[config.mk]
export PLATFORM = sky130hd
export DESIGN_NAME = bus_wait_gen
export DESIGN_NICKNAME = d
export VERILOG_FILES = /design/src/rtl/waitgen_pkg.sv /design/src/rtl/wait_edge_det.sv /design/src/rtl/wait_count_select.sv /design/src/rtl/wait_down_counter.sv /design/src/rtl/bus_wait_gen.sv
export SDC_FILE = /design/constraint.sdc
export NUM_CORES = 1
export LEC_CHECK = 0
export BUFFER_PORTS_ARGS = -buffer_cell sky130_fd_sc_hd__buf_2
export CAP_MARGIN = 20
export CORE_AREA = 4 4 41 43
export CTS_BUF_LIST = sky130_fd_sc_hd__clkbuf_2 sky130_fd_sc_hd__clkbuf_4 sky130_fd_sc_hd__clkbuf_8
export CTS_CLUSTER_DIAMETER = 60
export DETAILED_ROUTE_END_ITERATION = 7
export DIE_AREA = 0 0 45 47
export PLACE_DENSITY = 0.54
export SYNTH_ARGS = -nofsm -noshare
export SYNTH_HDL_FRONTEND = slang
export SYNTH_HIERARCHICAL = 1
export SYNTH_SLANG_ARGS = --single-unit
[constraint.sdc]
create_clock -name clk -period 3.55 [get_ports clk]
set_input_delay 0.355 -clock clk [delete_from_list [all_inputs] [get_ports clk]]
set_output_delay 0.355 -clock clk [all_outputs]
set_load 0.1 [all_outputs]
[src/rtl/waitgen_pkg.sv]
package waitgen_pkg;
  localparam int ROM_FAST_STRAP0 = 2;
  localparam int ROM_FAST_STRAP1 = 1;
  localparam int SLOW_WAITS      = 1;
  localparam int OPT16_FAST_BASE = 4;
  localparam int MAX_WAITS       = 4;

  typedef enum logic [1:0] {
    DEV_OTHER = 2'd0,
    DEV_ROM   = 2'd1,
    DEV_OPT16 = 2'd2
  } dev_kind_e;

  typedef struct packed {
    logic rom_sel_n;
    logic opt16_sel_n;
    logic speed_slow;
    logic strap_rom;
    logic strap_lo;
    logic strap_hi;
  } cycle_cfg_t;
endpackage

[src/rtl/wait_edge_det.sv]
module wait_edge_det #(
  parameter int           W         = 2,
  parameter logic [W-1:0] RISE_MASK = '0
) (
  input  logic         clk,
  input  logic         rst,
  input  logic [W-1:0] din,
  output logic [W-1:0] edge_hit
);
  logic [W-1:0] prev_q;

  always_ff @(posedge clk) begin
    if (rst) prev_q <= '0;
    else     prev_q <= din;
  end

  // each bit picks a rising or falling detector
  for (genvar i = 0; i < W; i++) begin : g_bit
    if (RISE_MASK[i]) begin : g_rise
      assign edge_hit[i] = din[i] & ~prev_q[i];
    end else begin : g_fall
      assign edge_hit[i] = ~din[i] & prev_q[i];
    end
  end
endmodule

[src/rtl/wait_count_select.sv]
module wait_count_select
  import waitgen_pkg::*;
#(
  parameter int CNT_W         = 3,
  parameter int DEFAULT_WAITS = 1
) (
  input  cycle_cfg_t       cfg,
  output logic [CNT_W-1:0] waits
);
  dev_kind_e kind;

  // ROM select wins when both selects are low
  always_comb begin
    if (!cfg.rom_sel_n)        kind = DEV_ROM;
    else if (!cfg.opt16_sel_n) kind = DEV_OPT16;
    else                       kind = DEV_OTHER;
  end

  always_comb begin
    unique case (kind)
      DEV_ROM: begin
        if (cfg.speed_slow)     waits = CNT_W'(SLOW_WAITS);
        else if (cfg.strap_rom) waits = CNT_W'(ROM_FAST_STRAP1);
        else                    waits = CNT_W'(ROM_FAST_STRAP0);
      end
      DEV_OPT16: begin
        if (cfg.speed_slow) waits = CNT_W'(SLOW_WAITS);
        else waits = CNT_W'(OPT16_FAST_BASE) - CNT_W'({cfg.strap_hi, cfg.strap_lo});
      end
      default: waits = CNT_W'(DEFAULT_WAITS);
    endcase
  end
endmodule

[src/rtl/wait_down_counter.sv]
module wait_down_counter #(
  parameter int CNT_W = 3
) (
  input  logic             clk,
  input  logic             rst,
  input  logic             clear,
  input  logic             load,
  input  logic [CNT_W-1:0] load_val,
  output logic             at_zero
);
  logic [CNT_W-1:0] cnt_q;

  always_ff @(posedge clk) begin
    if (rst)                cnt_q <= '0;
    else if (clear)         cnt_q <= '0;
    else if (load)          cnt_q <= load_val;
    else if (cnt_q != '0)   cnt_q <= cnt_q - 1'b1;
  end

  assign at_zero = (cnt_q == '0);
endmodule

[src/rtl/bus_wait_gen.sv]
module bus_wait_gen
  import waitgen_pkg::*;
#(
  parameter int CNT_W         = 3,
  parameter int DEFAULT_WAITS = 1
) (
  input  logic clk,
  input  logic rst,
  input  logic ale,
  input  logic memr_n,
  input  logic memw_n,
  input  logic rom_sel_n,
  input  logic opt16_sel_n,
  input  logic zws_n,
  input  logic speed_slow,
  input  logic strap_rom,
  input  logic strap_lo,
  input  logic strap_hi,
  output logic ready
);
  localparam int EDGE_W = 2;
  localparam int IDX_ALE = 0;
  localparam int IDX_STB = 1;
  localparam logic [EDGE_W-1:0] EDGE_RISE = EDGE_W'(1 << IDX_STB);

  logic             strobe_on;
  logic [EDGE_W-1:0] edge_in, edge_hit;
  cycle_cfg_t       cfg_now;
  logic [CNT_W-1:0] waits_now, waits_q, load_val;

  assign strobe_on = ~memr_n | ~memw_n;
  assign edge_in[IDX_ALE] = ale;
  assign edge_in[IDX_STB] = strobe_on;

  assign cfg_now = '{rom_sel_n: rom_sel_n, opt16_sel_n: opt16_sel_n,
                     speed_slow: speed_slow, strap_rom: strap_rom,
                     strap_lo: strap_lo, strap_hi: strap_hi};

  wait_edge_det #(.W(EDGE_W), .RISE_MASK(EDGE_RISE)) u_edges (
    .clk(clk), .rst(rst), .din(edge_in), .edge_hit(edge_hit)
  );

  wait_count_select #(.CNT_W(CNT_W), .DEFAULT_WAITS(DEFAULT_WAITS)) u_sel (
    .cfg(cfg_now), .waits(waits_now)
  );

  always_ff @(posedge clk) begin
    if (rst)                    waits_q <= CNT_W'(DEFAULT_WAITS);
    else if (edge_hit[IDX_ALE]) waits_q <= waits_now;
  end

  // bypass when latch-enable falls on the strobe's first edge
  assign load_val = edge_hit[IDX_ALE] ? waits_now : waits_q;

  wait_down_counter #(.CNT_W(CNT_W)) u_cnt (
    .clk(clk), .rst(rst),
    .clear(~zws_n | ~strobe_on),
    .load(edge_hit[IDX_STB]),
    .load_val(load_val),
    .at_zero(ready)
  );
endmodule

==> Yosys cells after proc, flatten, opt, wreduce, memory -nomap -nowiden <==
Cells that the tools add are included.
{ "op_classes": {"addsub": 2, "n_eq_ne": 2, "muxes": 9, "bitwise": 10, "n_reduce_logical": 4} }
{ "ops": {"columns": ["cell", "n"], "rows": [
  ["3-bit 2-to-1 mux", 5],
  ["2-bit 2-to-1 mux", 3],
  ["1-bit inverter", 6],
  ["3-bit one-hot mux with 2 select lines", 1],
  ["3-bit zero test", 1],
  ["3-bit nonzero test", 1],
  ["3-bit by 1-bit subtractor with 3-bit output (second input constant)", 1],
  ["3-bit by 2-bit subtractor with 3-bit output (first input constant)", 1],
  ["1-bit bitwise AND", 2],
  ["2-bit by 1-bit == test with 1-bit output (second input constant)", 1],
  ["2-bit == test (second input constant)", 1],
  ["1-bit OR", 2],
  ["2-bit nonzero test", 1],
  ["2-bit OR reduction", 1]
]} }
{ "totals": {"regBits": 8, "output_inout_bits": 1, "wordCells": 30} }

==> Logic depth before layout (Yosys ltp) <==
Gate-level depths: netlist of run 1.
{ "logic_depth": {"word_depth": 6, "depth_mapped": 7} }

==> By module <==
The synthesis of run 1 kept the hierarchy.
{ "by_module_without_submodules": {"columns": ["module", "instances", "cells_each", "area_per_inst_um2", "seq_area_each_um2"], "rows": [
  ["wait_down_counter", 1, 21, 183.9, 60.1],
  ["bus_wait_gen", 1, 11, 123.9, 60.1],
  ["wait_edge_det", 1, 6, 70.1, 40.0],
  ["wait_count_select", 1, 9, 66.3, 0.0]
]} }

==> Worst setup path before layout of run 1 <==
No wires, ideal clock.
{ "synth_path": {"path_type": "register to register", "start": "register u_cnt.cnt_q[0]", "end": "register u_cnt.cnt_q[1]", "setup_time_ns": 0.112, "t_arrival_ns": 1.760, "required_ns": 3.438, "slack_ns": 1.678, "stages_incl_launch_ff": 6, "n_path_buf": 0, "cell_sequence": "dfxtp_1 inv_1 ha_1 nor2b_2 nor3b_1 a2111oi_1"} }
{ "synth_between": {"elab_chain_len": 3} }
{ "synth_lines": {"columns": ["element", "line_no", "source"], "rows": [
  ["start, declared", "wait_down_counter.sv:11", "logic [CNT_W-1:0] cnt_q;"],
  ["start signal, assigned", "wait_down_counter.sv:16", "else if (load) cnt_q <= load_val;"],
  ["start signal, assigned", "wait_down_counter.sv:17", "else if (cnt_q != '0) cnt_q <= cnt_q - 1'b1;"],
  ["3-bit by 1-bit subtractor with 3-bit output", "wait_down_counter.sv:17", null],
  ["3-bit 2-to-1 mux", "wait_down_counter.sv:17", null],
  ["3-bit 2-to-1 mux", "wait_down_counter.sv:16", null]
]} }
Several ways; a longest one is shown, not always the timed one. The select of a mux whose other input is x is not followed.
A chain may end at the register's enable or synchronous reset.

==> Final worst setup path of run 1 <==
{ "layout_path": {"start": "register u_cnt.cnt_q[0]", "end": "output ready"} }
{ "layout_between": {"elab_chain_len": 1} }
{ "layout_lines": {"columns": ["element", "line_no", "source"], "rows": [
  ["3-bit zero test", "wait_down_counter.sv:20", "assign at_zero = (cnt_q == '0);"],
  ["end, declared", "bus_wait_gen.sv:19", "output logic ready"]
]} }
No other way between the ends.

==> results of run 1 <==
-- flip-flops by register name, indices dropped and copies added (netlist names) --
signal          flops
u_edges/prev_q      2
waits_q             3
u_cnt/cnt_q         3
-- placed cells by master, fill, tap and decap left out, drive strengths merged, types with 2 or more instances in the layout --
cell / synthesis / final
inv: 4 / 4
a2111oi: 2 / 2
dfxtp: 8 / 8
nor2: 3 / 3
or2: 3 / 3
mux2: 3 / 3
ha: 3 / 3
nor2b: 9 / 9
nand2: 3 / 3
nor3: 2 / 2
buf: 0 / 12
clkbuf: 0 / 3
-- cell families (layout without fill, tap and decap cells) --
kind of cell    after synthesis  in the layout  synth area share [%]
simple gates                 25             25                  36.1
flops                         8              8                  36.1
buf+inv                       4             19                  3.38
fa+ha+maj                     3              3                  8.45
compound gates                3              3                  5.63
mux                           3              3                  8.45
xor+xnor                      1              1                  1.97
-- cells in the mapped netlist (all sizes together) --
library cell,count
nor2b,9
dfxtp,8
inv,4
ha,3
mux2,3
nand2,3
nor2,3
or2,3
a2111oi,2
nor3,2
a21oi,1
and4bb,1
nor3b,1
nor4b,1
nor4bb,1
or3,1
xnor2,1
-- critical path: cells and delay by family, from the launching register on --
family | cells | cell delay, ns
buffers and inverters | 2 | 0.56
and+or+nand+nor | 1 | 0.23
adders and majority gates | 1 | 0.14
DFF | 1 | 0.31
-- report_power, final --
part	switching, mW	leakage (nW)	internal [mW]
registers	0.00117	0.0654	0.0931
clock network	0.0301	0.0138	0.0386
logic	0.0232	0.155	0.0165
total	0.0545	0.234	0.148
-- worst min path at each step --
| stage | to | slack [ns] |
|---|---|---|
| 2_1_floorplan | u_edges/prev_q[0] | 0.42 |
| 3_3_place_gp | u_cnt/cnt_q[0] | 0.52 |
| 3_5_place_dp | u_cnt/cnt_q[0] | 0.51 |
| 4_1_cts | u_edges/prev_q[0] | 0.33 |
| 5_1_grt | u_edges/prev_q[0] | 0.33 |
| 6_report | waits_q[1] | 0.34 |
-- layout make-up --
class / count / area, um2 / share of cell area (%)
Timing Repair Buffer: 12 / 60.1 / 11.0
Inverter: 4 / 15.0 / 2.75
Multi-Input combinational cell: 35 / 269 / 49.3
Tap cell: 15 / 18.8 / 3.44
Clock buffer: 3 / 22.5 / 4.13
Sequential cell: 8 / 160 / 29.4
-- metal layers --
layer	GRT usage, %	routed length (um)	up-vias
li1	-	-	190
met1	9.63	364	158
met2	13.0	363	8
met3	5.75	40	4
met4	8.77	18	0
met5	0	0	-
-- through the flow --
step / worst slack [ns] / utilization (%) / hold slack [ns] / instances / area [um2]
final: 1.70 / 41.9 / 0.341 / 77 / 546
after global routing: 1.59 / 41.9 / 0.328 / 77 / 546
after CTS: 1.67 / 41.9 / 0.325 / 77 / 546
after detailed placement: 1.79 / 40.2 / 0.513 / 74 / 523
after global placement: 1.84 / 40.2 / 0.518 / 74 / 523
after floorplan: 1.68 / - / 0.421 / 47 / 444
==> results.yml, run 1 <==
status:
  outcome: "finished clean"
setup_path:
  reg2reg_depth: 5
  cp-endpoint: "ready"
  timing.critical_path.to_type: "primary output"
  cp_data_required_time_ns: 3.19
  critPathKind: "register to primary output"
  timing.reg2reg.setup_slack_ns: 2.24
  regToRegEndpoint: "u_cnt/cnt_q[2]"
  setup.worst_path.start: "u_cnt/cnt_q[0]"
  crit_path_max_incr_delay_ns: 0.47
  critical_path.reg2reg.startpoint: "u_cnt/cnt_q[0]"
  cp_cell_sequence: "inv_1 -> ha_1 -> nor2b_2 -> buf_2"
  critical_path.slowest_cell: "buf_2"
  worstPathMaxFanout: 6
  timing.critical_path.from_type: "register"
  critical_path_arrival_ns: 1.49
cts:
  post_cts_resize_count: 0
  total_cts_buffers: 3
  postCtsHoldBufs: 0
  worstSkewPairLatency_ns: 0.25
  cts.root.buffer_cell: "clkbuf_4"
  cts_tree: "done"
  tritoncts_num_sinks: 8
  post_cts_buffers: 0
  cts_htree_levels: 1
  cts.path.max_buffers: 2
  cts.reportedPaths.clkPinSlew_ns: 0.05
worst_hold_path:
  worst_hold_startpoint: "rst"
  worst_hold_path_type: "input port to register"
  whs_path_depth: 2
grt:
  number_of_global_route_vias_before_repair: 326
  grt_start_max_net_pins: 9
  track_usage_pct: 9.35
  grt_antenna_before_repair: 0
  grt-ovfl-total: 0
  global_route_wire_length_before_repair_um: 1290
sta:
  finClkSkew_ns: 0.00610
  maxSlewHeadroom_pct: 68.0
  tightest_slew_ns: 0.484
  setup_viol_count_final: 0
  grt_setup_unrepaired: "no"
  hold_viol_final: 0
  max_fclk_ghz: 0.542
  timing.final.crit_share_pct: 52.0
  final.min_clock_period_ns: 1.85
  finalMaxSlewViolations: 0
  final.setup.tns_ns: 0
floorplanning:
  initial_util_pct: 34.1
  die_x_um: 45
  design.core.area_um2: 1300
  dieArea_um2: 2120
  num_io_pins: 13
  fp.dieH_um: 47
  rows: 13
routing:
  detailedRoute.firstIterationViolations: 6
  vias_per_cell: 4.68
  wl_per_cell_um: 10.2
  route.vias.total: 360
  wl_um: 787
  ant_nets: 0
  drtPass1Iterations: 3
  drc: 0
logic_synthesis:
  ys_seq_area_share_pct: 36.1
  netlist.top_cell.by_area: "dfxtp_1"
  netlist_top_cells_area: "dfxtp_1, ha_1, nor2b_1"
  synthesis.area_um2: 444
  netlist_instances: 47
  ys.warnings.count: 6
  yosysUniqueCellTypes: 20
  synth_area_per_cell_um2: 9.45
  synth_top_cell_area_share_pct: 36.1
  ys_ff_latch: 8
  syn_nets: 62
final_layout:
  number_of_filler_cells_placed_in_the_layout: 140
  nNetsFinal: 79
  area_growth_syn_to_layout_pct: 22.8
  drive_gt1_share_pct: 37.1
  n_antenna_cell: 0
placement:
  gp_congestion: 0.642
  port_buffers: 12
  detailed_place_hpwl_um: 638
power:
  vdd_ir_drop_max_mv: 0.224
  pwr_per_cell_area_nw_per_um2: 372
  leakage_nw: 0.234
  total_power_uw: 203
flow_run:
  maxCapViolCount: 0
No activity file was read; power rests on OpenSTA's default activity.
==> run 2: changes to the inputs <==
- PLACE_DENSITY: 0.54 -> 0.56
- clock period: 3.55 -> 1.6 ns (I/O delays scaled with it)
==> run 2 against run 1 <==
Wire length is 2.4% lower. Clock power is 130% higher. Final cell count stayed put. Critical endpoint unchanged. Critical path depth stayed put. Largest power group unchanged. Total power is 130% higher. Register-to-register slack worse by 1.9 ns. Die area stayed put. Non-clock buffer count stayed put. Highest routed layer is now met3.
==> results.yml, run 2 (same netlist as run 1, synthesis figures left out) <==
setup_path:
  crit_buf_inv: 2
  critical_path_arrival_ns: 1.23
  critical_path.slowest_cell: "dfxtp_1"
  cp_cell_sequence: "inv_1 -> ha_1 -> nor2b_4 -> buf_12"
  cp_data_required_time_ns: 1.44
  crit_path_max_incr_delay_ns: 0.30
  cp_top_family: "buffers and inverters"
  critPathKind: "register to primary output"
  worstPathMaxFanout: 6
  timing.critical_path.from_type: "register"
  timing.critical_path.to_type: "primary output"
floorplanning:
  rows: 13
  initial_util_pct: 34.1
  fp.dieH_um: 47
  die_x_um: 45
  design.core.area_um2: 1300
  num_io_pins: 13
  dieArea_um2: 2120
placement:
  gp_congestion: 0.725
  detailed_place_hpwl_um: 616
  port_buffers: 12
  place_ws_ns: 0.0337
grt:
  grt_antenna_before_repair: 0
  number_of_global_route_vias_before_repair: 356
  track_usage_pct: 9.67
  grt-ovfl-total: 0
  grt_start_max_net_pins: 9
  global_route_wire_length_before_repair_um: 1420
worst_hold_path:
  worst_hold_path_type: "input port to register"
cts:
  postCtsHoldBufs: 0
  tritoncts_num_sinks: 8
  post_cts_resize_count: 0
  cts.reportedPaths.clkPinSlew_ns: 0.05
  total_cts_buffers: 3
  cts.path.max_buffers: 2
  cts.root.buffer_cell: "clkbuf_4"
  post_cts_buffers: 0
  cts_htree_levels: 1
  cts_tree: "done"
  worstSkewPairLatency_ns: 0.26
routing:
  detailedRoute.firstIterationViolations: 3
  route.vias.total: 360
  vias_per_cell: 4.68
  wl_per_cell_um: 9.97
  ant_nets: 0
  drtPass1Iterations: 2
  wl_um: 768
  drc: 0
sta:
  final.setup.tns_ns: 0
  finClkSkew_ns: 0.00211
  setup_slack_ns: 0.210
  maxSlewHeadroom_pct: 80.2
  hold_viol_final: 0
  setup_viol_count_final: 0
  max_fclk_ghz: 0.720
  tightest_slew_ns: 0.296
  final.min_clock_period_ns: 1.39
  timing.final.crit_share_pct: 86.9
  fin_hold_ws_ns: 0.125
  grt_setup_unrepaired: "no"
  finalMaxSlewViolations: 0
final_layout:
  number_of_filler_cells_placed_in_the_layout: 135
  nNetsFinal: 79
  drive_gt1_share_pct: 37.1
  final_cell_mix: "buf_2, dfxtp_1, nor2b_1"
  area_growth_syn_to_layout_pct: 27.3
  n_antenna_cell: 0
  layout.cells.most_common: "buf_2"
  top_flop_regs: "u_cnt/cnt_q (3), waits_q (3), u_edges/prev_q (2)"
power:
  vdd_ir_drop_max_mv: 0.419
  leakage_nw: 0.249
  pwr_per_cell_area_nw_per_um2: 822
flow_run:
  maxCapViolCount: 0
status:
  outcome: "finished clean"
[run 2: through the flow]
stage	utilization [%]	power [mW]	instances	instance area, um2
5_1_grt	43.5	0.500	77	566
3_5_place_dp	41.7	0.313	74	543
3_3_place_gp	41.7	0.313	74	543
2_1_floorplan	-	0.277	47	449
6_report	43.5	0.465	77	566
4_1_cts	43.5	0.476	77	566
[run 2: cell type report]
cell class	count	area [um2]	area share (%)
multi-input combinational	35	274	48.5
tap	15	18.8	3.32
sequential	8	160	28.3
clock buffer	3	22.5	3.98
inverter	4	15.0	2.65
timing repair buffer	12	75.1	13.3
[run 2: worst register-to-register path, cell delays in order (launching register included)]
cell,delay [ns]
dfxtp_1,0.32
inv_1,0.07
ha_1,0.19
nor2b_4,0.15
or3_1,0.35
a21oi_1,0.14
[run 2: power breakdown]
| group | internal [mW] | total, mW | switching, mW | leakage, nW |
|---|---|---|---|---|
| Combinational | 0.0466 | 0.0998 | 0.0532 | 0.170 |
| Clock | 0.0859 | 0.156 | 0.0700 | 0.0138 |
| Sequential | 0.206 | 0.209 | 0.00279 | 0.0654 |
| Total | 0.339 | 0.465 | 0.126 | 0.249 |
[run 2: per-layer routing]
metal | share of wire (%) | wire [um] | track usage, % | vias to the layer above
met5 | 0 | 0 | 0 | -
met4 | 0 | 0 | 5.26 | 0
met3 | 6.6 | 51 | 5.75 | 0
met2 | 45 | 344 | 13.8 | 8
met1 | 48 | 371 | 11.3 | 161
li1 | - | - | - | 191
[run 2: path summary, 6_finish.rpt]
| path | depth (start not counted) | to | startpoint | slack, ns |
|---|---|---|---|---|
| setup / recovery | 4 | ready | u_cnt/cnt_q[0] | 0.21 |
| hold / removal | 2 | u_edges/prev_q[0] | ale | 0.12 |
| hold reg to reg | 2 | u_cnt/cnt_q[0] | u_cnt/cnt_q[0] | 0.52 |
| setup reg to reg | 5 | u_cnt/cnt_q[2] | u_cnt/cnt_q[0] | 0.31 |
==> run 3: changes to the inputs <==
- ABC_AREA: unset -> 1
- PLACE_DENSITY: 0.56 -> 0.61
==> run 3 against run 2 <==
Clock skew is 0.0011 ns higher. First-iteration DRC count decreased by 33%. Critical endpoint unchanged. Sequential power rose by 3%. Clock power is 4% lower. Synthesized cell count rose by 74%. Combinational power increased by 42%. Critical path type unchanged.
==> results.yml, run 3 <==
floorplanning:
  rows: 13
  die_x_um: 45
  initial_util_pct: 38.8
  dieArea_um2: 2120
  design.core.area_um2: 1300
  fp.dieH_um: 47
  num_io_pins: 13
cts:
  worstSkewPairLatency_ns: 0.25
  total_cts_buffers: 3
  post_cts_buffers: 0
  tritoncts_num_sinks: 8
  cts_htree_levels: 1
  cts.root.buffer_cell: "clkbuf_4"
  post_cts_resize_count: 0
  cts.path.max_buffers: 2
  cts_tree: "done"
  cts.reportedPaths.clkPinSlew_ns: 0.05
  postCtsHoldBufs: 0
grt:
  grt_antenna_before_repair: 0
  grt-ovfl-total: 0
  global_route_wire_length_before_repair_um: 1490
  top_usage_layer: "met2"
  track_usage_pct: 10.1
  grt_util_met3_pct: 6.90
  number_of_global_route_vias_before_repair: 407
  grtUsageMet2_pct: 15.3
  grt_start_max_net_pins: 7
  global_route.usage.met1_pct: 11.5
setup_path:
  timing.critical_path.to_type: "primary output"
  most_frequent_cell_on_the_critical_path: "inv_1"
  critical_path.slowest_cell: "dfxtp_1"
  critical_path_arrival_ns: 1.23
  crit_path_max_incr_delay_ns: 0.32
  timing.reg2reg.setup_slack_ns: 0.43
  critical_path.reg2reg.startpoint: "u_edges/prev_q[0]"
  timing.critical_path.from_type: "register"
  reg2reg_depth: 9
  regToRegEndpoint: "u_cnt/cnt_q[1]"
  critPathKind: "register to primary output"
  cp_data_required_time_ns: 1.44
  worstPathMaxFanout: 3
  cp_cell_sequence: "inv_1 -> ha_1 -> inv_1 -> nor2_2 -> buf_12"
placement:
  place_ws_ns: 0.279
  detailed_place_hpwl_um: 701
  port_buffers: 12
  gp_congestion: 0.749
worst_hold_path:
  worst_hold_startpoint: "ale"
  hold_path_end: "u_edges/prev_q[0]"
  whs_path_depth: 3
  worst_hold_path_type: "input port to register"
sta:
  final.setup.tns_ns: 0
  timing.final.crit_share_pct: 86.7
  setup_slack_ns: 0.213
  final.min_clock_period_ns: 1.39
  grt_setup_unrepaired: "no"
  setup_viol_count_final: 0
  hold_viol_final: 0
  tightest_slew_ns: 0.388
  max_fclk_ghz: 0.721
  finClkSkew_ns: 0.00320
  maxSlewHeadroom_pct: 74.0
  finalMaxSlewViolations: 0
final_layout:
  area_growth_syn_to_layout_pct: 23.6
  nNetsFinal: 114
  register_area_um2: 160
  multi_input_comb_area_um2: 264
  final_core_utilization_pct: 47.9
  drive_gt1_share_pct: 26.8
  number_of_filler_cells_placed_in_the_layout: 141
  n_antenna_cell: 0
  final_cell_mix: "inv_1, nand2_1, nor2_1"
  top_flop_regs: "u_cnt/cnt_q (3), waits_q (3), u_edges/prev_q (2)"
power:
  internal_power_uw: 350
  pwr_per_cell_area_nw_per_um2: 812
  total_power_uw: 506
  seq_power_share_pct: 42.6
  vdd_ir_drop_max_mv: 0.453
  net-switching-power_uw: 156
  power.share.clock_pct: 29.4
  leakage_nw: 0.350
  power_switching_share_pct: 30.8
  comb_power_share_pct: 28.0
routing:
  drtPass1Iterations: 2
  wl_um: 820
  detailedRoute.firstIterationViolations: 2
  vias_per_cell: 4.13
  ant_nets: 0
  route.vias.total: 463
  drc: 0
  wl_per_cell_um: 7.32
logic_synthesis:
  ys_ff_latch: 8
  synthesis.area_um2: 504
  netlist_instances: 82
  synth_enable_flop_cells: 0
  syn_nets: 97
  yosysUniqueCellTypes: 15
  synth_area_per_cell_um2: 6.15
  ys.warnings.count: 6
  synthArstFlopShare_pct: 0
  ys_top_cells_by_count: "inv_1, nand2_1, nor2_1"
  synth_top_cell_area_share_pct: 31.8
  netlist.top_cell.by_area: "dfxtp_1"
  netlist_top_cells_area: "dfxtp_1, inv_1, nand2_1"
  ys_seq_area_share_pct: 31.8
  synth_flop_cell: "dfxtp_1"
flow_run:
  maxCapViolCount: 0
status:
  outcome: "finished clean"
[run 3: area by class of cell]
cell class | count | share of cell area (%)
inverters | 22 | 13.3
multi-input cells | 52 | 42.4
flip-flops and latches | 8 | 25.7
repair buffers | 12 | 12.0
well taps | 15 | 3.01
clock buffers | 3 | 3.61
[run 3: power groups by stage]
stage | logic, mW | clock network [mW] | registers, mW
global placement | 0.140 | 0 | 0.219
floorplan | 0.0985 | 0 | 0.218
CTS | 0.142 | 0.159 | 0.215
global route | 0.160 | 0.177 | 0.216
finish | 0.142 | 0.149 | 0.215
detailed placement | 0.142 | 0 | 0.219
[run 3: worst max path at each step]
stage / endpoint / cells after the start / slack, ns / from
after floorplan: ready / 4 / 0.05 / u_cnt/cnt_q[0]
after global placement: u_cnt/cnt_q[1] / 13 / 0.31 / strap_hi
after detailed placement: u_cnt/cnt_q[1] / 13 / 0.28 / strap_hi
after CTS: ready / 5 / 0.20 / u_cnt/cnt_q[0]
after global routing: ready / 5 / 0.14 / u_cnt/cnt_q[0]
final: ready / 5 / 0.21 / u_cnt/cnt_q[0]
[run 3: stage by stage]
stage	area [um2]	cells	hold WS (ns)
4_1_cts	623	112	0.124
6_report	623	112	0.131
3_3_place_gp	601	109	0.377
3_5_place_dp	601	109	0.386
5_1_grt	623	112	0.144
2_1_floorplan	507	82	0.227
[run 3: critical path, delay by kind of cell, from the launching register on]
kind	cells	cell delay, ns
buffers and inverters	3	0.33
adders and majority gates	1	0.20
and+or+nand+nor	1	0.12
DFF	1	0.32
[run 3: logic make-up (layout without fill, tap and decap cells)]
family          after synthesis  in the layout  synth area share, %
simple gates                 43             43                 37.0
xor+xnor                      1              1                 1.74
buf+inv                      22             37                 16.4
compound gates                5              5                 5.71
fa+ha+maj                     3              3                 7.44
flops                         8              8                 31.8
[run 3: layer usage]
metal	part of all wire [%]	vias up	wire [um]
li1	-	269	-
met1	51	183	420
met2	41	11	334
met3	7.9	0	65
met4	0	0	0
met5	0	-	0
